<file path="src/rtl/dbuf_uart_tx.sv">
module dbuf_uart_tx #(
  parameter int DATA_W = 8
) (
  input  logic              clk,
  input  logic              rst_n,
  input  logic              tx_en,
  input  logic [1:0]        par_sel,
  input  logic              baud_en,
  input  logic              wr_valid,
  input  logic [DATA_W-1:0] wr_data,
  output logic              txd,
  output logic              hold_free,
  output logic              line_done,
  output logic              dma_req
);
  localparam int FRAME_W = DATA_W + 3;
  localparam int CNT_W   = $clog2(FRAME_W + 1);

  logic              hold_full;
  logic [DATA_W-1:0] hold_q;
  logic              busy;
  logic [FRAME_W-1:0] sh_q;
  logic [CNT_W-1:0]  left_q;

  logic              accept, last, load, par_on, par_bit;
  logic [DATA_W-1:0] ld_data;
  logic [FRAME_W-1:0] frame_d;

  assign hold_free = tx_en & ~hold_full;
  assign dma_req   = hold_free;
  assign line_done = ~tx_en | (~hold_full & ~busy);
  assign txd       = (tx_en & busy) ? sh_q[0] : 1'b1;

  assign accept  = wr_valid & hold_free;
  assign last    = busy & baud_en & (left_q == CNT_W'(1));
  assign load    = (~busy | last) & (hold_full | accept);
  assign ld_data = hold_full ? hold_q : wr_data;
  assign par_on  = (par_sel == 2'b01) | (par_sel == 2'b10);
  assign par_bit = (^ld_data) ^ (par_sel == 2'b10);
  assign frame_d = par_on ? {1'b1, par_bit, ld_data, 1'b0}
                          : {2'b11, ld_data, 1'b0};

  always_ff @(posedge clk or negedge rst_n) begin
    if (!rst_n) begin
      hold_full <= 1'b0;
      hold_q    <= '0;
      busy      <= 1'b0;
      sh_q      <= '1;
      left_q    <= '0;
    end else if (!tx_en) begin
      hold_full <= 1'b0;
      hold_q    <= '0;
      busy      <= 1'b0;
      sh_q      <= '1;
      left_q    <= '0;
    end else begin
      if (load) begin
        sh_q   <= frame_d;
        left_q <= par_on ? CNT_W'(FRAME_W) : CNT_W'(FRAME_W - 1);
        busy   <= 1'b1;
      end else if (busy & baud_en) begin
        sh_q   <= {1'b1, sh_q[FRAME_W-1:1]};
        left_q <= left_q - CNT_W'(1);
        busy   <= ~last;
      end
      if (hold_full & load) begin
        hold_full <= 1'b0;
      end else if (accept & busy & ~last) begin
        hold_full <= 1'b1;
        hold_q    <= wr_data;
      end
    end
  end
endmodule

</file>
<file path="config.mk">
export PLATFORM = sky130hd
export DESIGN_NAME = dbuf_uart_tx
export DESIGN_NICKNAME = d
export VERILOG_FILES = /design/src/rtl/dbuf_uart_tx.sv
export SDC_FILE = /design/constraint.sdc
export NUM_CORES = 1
export LEC_CHECK = 0
export BUFFER_PORTS_ARGS = -buffer_cell sky130_fd_sc_hd__buf_4
export CAP_MARGIN = 20
export CELL_PAD_IN_SITES_DETAIL_PLACEMENT = 2
export CELL_PAD_IN_SITES_GLOBAL_PLACEMENT = 2
export CORE_ASPECT_RATIO = 2
export CORE_MARGIN = 3
export CORE_UTILIZATION = 35
export DETAILED_ROUTE_END_ITERATION = 10
export GPL_TIMING_DRIVEN = 0
export PLACE_DENSITY_LB_ADDON = 0.25
export SLEW_MARGIN = 20
export SYNTH_ARGS = -nofsm -noshare
export SYNTH_HDL_FRONTEND = slang
export SYNTH_SLANG_ARGS = --single-unit
</file>
<file path="constraint.sdc">
create_clock -name clk -period 1.7 [get_ports clk]
set_input_delay 0.255 -clock clk [delete_from_list [all_inputs] [get_ports clk]]
set_output_delay 0.255 -clock clk [all_outputs]
set_load 0.1 [all_outputs]
</file>
==> results.cfg, run 1 <==
[outcome]
outcome = finished with violations
violations = setup timing

[timing]
worst_slew_pin_slew_ps = 602
skew_ps = 5.81
rsz0062_at_grt = true
setup_slack_ps = -113
hold_viol = 0
final.setup.tns_ps = -905
period_minus_slack_ps = 1810
min_period_over_period = 1.07
max-slew-margin-rel = 0.599
holdWs_ps = 274
clock.fmax_mhz = 552
slew_violations = 0
setup_violations = 15

[power]
vdd_drop_max_mv = 0.655
power.leakage_uw = 0.000905
power_density_mw_per_mm2 = 861

[synthesis]
yosysTopAreaCellShare = 0.242
ys_async_sr_fraction = 1.00
synth-seq-cells = 24
yosysWarnings = 0
post_synth_num_cell_types = 37
synth_edf_count = 0
synth_cells = 150
synth.area.top_cells = dfrtp_1 (24%), dfstp_2 (18%), nor2b_1 (7.8%)
synth_common_cells = nor2b_1 (18), dfrtp_1 (14), nand2_1 (14), mux2i_1 (11)
syn_area_mm2 = 0.00145
post_synth.cell_area_avg_um2 = 9.67
synthFlopType = dfrtp_1
synth_top_area_cell = dfrtp_1
ys_seq_area_frac = 0.423
synth.most_common_cell = nor2b_1
synth_nets = 168

[critical_path]
endpoint_kind = register
critPathKind = reg -> reg
critPathMaxFanout = 8
required_ps = 1910
startpoint_type = register
crit_arrival_ps = 2020

[drt]
vias = 1283
drc = 0
wl_um = 5650
final_antenna_net_count = 0
drtIter0Drc = 19
vias_per_cell = 5.51
drtPass1Iterations = 4
wire_per_inst_um = 24.3

[job]
max_cap_violations = 0

[global_routing]
grt_pass1_wl_um = 7730
grt_usage = 0.207
grt_pass1_vias = 1504
grt-ovfl-total = 0
grt_max_degree = 25
antenna_found_initial = 0

[finish]
area_growth_pct = 40.9
antennaDiodeCount = 0
drive_gt1_frac = 0.440
final_area_mm2 = 0.00204
layout.nets = 201
fin_cells = 233

[placed_design]
dpl_cell_area_mm2 = 0.00168
hpwl_um = 3320
gp_congestion = 0.787
io_buffers = 18
placedCellCount = 219

[clock_network]
htreeDepth = 1
clk_pin_slew_worst_paths_ps = 90
clock_latency_ps = 280
cts_tree = yes
cts_made_buffers = 3
cts-root-buf = clkbuf_8
cts_max_path_buffers = 2
clock_sinks = 24

[floorplan]
num_rows = 32
initial_utilization = 0.370
core-area_mm2 = 0.00392
fp.dieH_um = 97.0
die-area_mm2 = 0.00500
ioPinCount = 19
die_w_um = 51.5

[min_path]
hp-class = in -> reg
-- layer usage --
layer / vias to the layer above / wire length (µm) / GRT usage
met5: - / 0 / 0
met4: 0 / 275 / 0.0869
met3: 16 / 102 / 0.0200
met2: 31 / 3210 / 0.396
met1: 656 / 2060 / 0.213
li1: 580 / - / -
-- worst paths after layout --
path / from / slack [ps] / end / cells past startpoint
setup / recovery: left_q[1] / -110 / sh_q[7] / 7
hold / removal: wr_data[2] / 270 / hold_q[2] / 3
setup reg to reg: left_q[1] / -110 / sh_q[7] / 7
hold reg to reg: sh_q[6] / 480 / sh_q[6] / 2
max in group asynchronous: rst_n / 980 / sh_q[9] / 2
min in group asynchronous: rst_n / 420 / hold_full / 2
-- critical path: stages, from the launching register on --
cell      delay (ps)
dfrtp_1          420
inv_2            100
ha_4             140
nand2_4           50
o31ai_4          360
nand3b_4         260
a211oi_4         320
o21ai_1          100
-- cell usage in the layout, fill, tap and decap left out, types with 2 or more instances in the layout --
master and n:
nand3_1 2, buf_6 7, nor2b_1 17, xnor2_1 3, a211oi_2 4, a21oi_1 7, buf_4 25, a22o_1 2
o21ai_2 2, xor2_1 8, o21ai_4 2, clkbuf_8 3, dfrtp_1 9, dfrtp_2 5, nand2_1 12, a21oi_2 3
dfstp_2 10, nor2_1 4, mux2i_1 9, o21ai_0 2, o21ai_1 6, ha_1 2, a211oi_4 4, clkbuf_1 3
mux2i_2 2, inv_1 2
-- cell type report --
class                   instances  area, µm²
fillers                       428       1880
well taps                      51       63.8
inverters                       3       11.3
multi-input cells             114        970
flip-flops and latches         24        619
plain buffers                   8       63.8
repair buffers                 29        244
clock buffers                   3       41.3
clock inverters                 1       30.0
-- stage by stage --
step / worst slack (ps) / util / total power [µW]
5_1_grt: -174 / 0.521 / 1830
4_1_cts: -48.8 / 0.476 / 1660
6_report: -113 / 0.521 / 1760
3_5_place_dp: -321 / 0.428 / 1080
2_1_floorplan: 37.2 / - / 951
3_3_place_gp: -357 / 0.428 / 1060
-- kinds of logic (layout without fill, tap and decap cells) --
| logic type | Yosys count | in the layout | share of synthesized area |
|---|---|---|---|
| AOI/OAI and AO/OA | 41 | 41 | 0.181 |
| and+or+nand+nor | 47 | 47 | 0.175 |
| xor gates and xnor gates | 12 | 12 | 0.0820 |
| adders and majority gates | 3 | 3 | 0.0259 |
| buffers and inverters | 12 | 44 | 0.0371 |
| muxes | 11 | 11 | 0.0759 |
| DFF | 24 | 24 | 0.423 |
-- repair_timing --
item / in CTS / in global routing
pin swaps: 3 / 20
hold buffers: 1 / 0
hold endpoints to repair: 14 / 0
resized for setup: 20 / 43
buffers inserted: 5 / 4
setup endpoints to repair: 11 / 22
cloned: 1 / 0
-- registers in the layout, indices dropped and copies added, names as in the netlist --
signal,flops
left_q,4
hold_q,8
busy,1
sh_q,10
hold_full,1
-- power by group --
| group | switching, µW | internal, µW |
|---|---|---|
| combinational | 311 | 227 |
| sequential | 55.1 | 645 |
| clock | 205 | 315 |
Power figures use the tool's default switching activity.
==> inputs of run 2 (changes only) <==
- MAX_ROUTING_LAYER: unset -> met4
==> results.cfg, run 2 (same netlist as run 1, synthesis figures left out) <==
[finish]
fill_cells = 429
final_util = 0.515
antennaDiodeCount = 0
reg_top3 = sh_q: 10 flops, hold_q: 8 flops, left_q: 4 flops
final_cell_mix = buf_4 (25), nor2b_1 (17), nand2_1 (12)
fin_cells = 232
final_common_cell = buf_4
layout.nets = 200
largest_register_ffs = 10
drive_gt1_frac = 0.420
regMostFlops = sh_q
area_growth_pct = 39.3

[drt]
vias = 1274
final_antenna_net_count = 0
wire_per_inst_um = 22.8
drtIter0Drc = 17
wl_um = 5300
drtPass1Iterations = 4
vias_per_cell = 5.49
drc = 0

[timing]
hold_viol = 0
max-slew-margin-rel = 0.601
slew_violations = 0
worst_slew_pin_slew_ps = 598
holdWs_ps = 279
min_period_over_period = 1.08
period_minus_slack_ps = 1830
final.setup.tns_ps = -419
clock.fmax_mhz = 546
rsz0062_at_grt = true
setup_slack_ps = -132
skew_ps = 5.44
setup_violations = 8

[floorplan]
core-area_mm2 = 0.00392
ioPinCount = 19
num_rows = 32
die-area_mm2 = 0.00500
fp.dieH_um = 97.0
initial_utilization = 0.370
die_w_um = 51.5

[min_path]
hp-class = in -> reg
hold_depth = 3

[critical_path]
r2r_slack_ps = -130
required_ps = 1900
worstSetupStartpoint = left_q[1]
r2r_start = left_q[1]
critPathKind = reg -> reg
crit_arrival_ps = 2030
rr_endpoint = sh_q[7]
critPathMaxFanout = 8
crit_end = sh_q[7]
startpoint_type = register
r2r_cells = 7
endpoint_kind = register

[global_routing]
grt_max_degree = 25
grt_usage = 0.214
grt-ovfl-total = 0
grt_pass1_vias = 1497
grt_pass1_wl_um = 7770
antenna_found_initial = 0

[clock_network]
cts_max_path_buffers = 2
cts-root-buf = clkbuf_8
cts_tree = yes
clk_pin_slew_worst_paths_ps = 100
htreeDepth = 1
clock_sinks = 24
cts_made_buffers = 3
clock_latency_ps = 270

[placed_design]
placedCellCount = 219
io_buffers = 18
hpwl_um = 3320
gp_congestion = 0.798

[power]
power_density_mw_per_mm2 = 856
vdd_drop_max_mv = 0.656
power.leakage_uw = 0.000897

[outcome]
violations = setup timing
outcome = finished with violations

[job]
max_cap_violations = 0
-- run 2: changes by cell type in the layout (fill, tap and decap cells not counted) --
cell | previous run | this run
a21oi_1 | 7 | 9
a21oi_2 | 3 | 1
buf_6 | 7 | 6
o31ai_1 | 0 | 1
o31ai_2 | 1 | 0
-- run 2: power breakdown --
part	internal [µW]	switching (µW)
Clock	315	201
Sequential	645	52.9
Combinational	220	294
Total	1180	548
-- run 2: layer usage --
layer  part of all wire  vias to the layer above  GRT usage  wire [µm]
met2               0.58                       30      0.393       3090
met3              0.026                       12     0.0200        140
met1               0.35                      652      0.219       1870
met5                  0                        -          -          0
met4              0.037                        0     0.0869        198
li1                   -                      580          -          -
-- run 2: worst max-delay path: stages (launching register included) --
cell	delay [ps]
dfrtp_1	410
inv_2	90
ha_4	140
nand2_4	60
o31ai_4	360
nand3b_4	260
a211oi_4	340
o21ai_1	100
-- run 2: stage by stage --
stage	cell area [µm²]	worst slack (ps)	total power, µW
detailed placement	1680	-321	1080
global placement	1680	-357	1060
floorplan	1480	37.2	951
CTS	1870	-48.8	1660
global route	2020	-198	1800
finish	2020	-132	1730
-- run 2: area by class of cell --
type / count / area (µm²) / share of cell area
Multi-Input combinational cell: 114 / 957 / 0.474
Sequential cell: 24 / 619 / 0.307
Timing Repair Buffer: 28 / 233 / 0.115
Buffer: 8 / 63.8 / 0.0316
Tap cell: 51 / 63.8 / 0.0316
Clock buffer: 3 / 41.3 / 0.0204
Clock inverter: 1 / 30.0 / 0.0149
Inverter: 3 / 11.3 / 0.00558
-- run 2: how the worst min path moves through the flow --
stage / startpoint / to / slack, ps
after floorplan: rst_n / busy / -40
after detailed placement: rst_n / hold_full / 180
final: wr_data[4] / hold_q[4] / 280
after global routing: wr_data[4] / hold_q[4] / 290
after global placement: rst_n / hold_full / 170
after CTS: wr_data[4] / hold_q[4] / 270
-- run 2: repair_timing --
action | in CTS | in global routing
pin swaps | 3 | 20
gates resized for setup | 20 | 39
hold buffers | 1 | 0
setup endpoints to repair | 11 | 22
hold endpoints to repair | 14 | 0
gates cloned | 1 | 0
setup buffers | 5 | 3
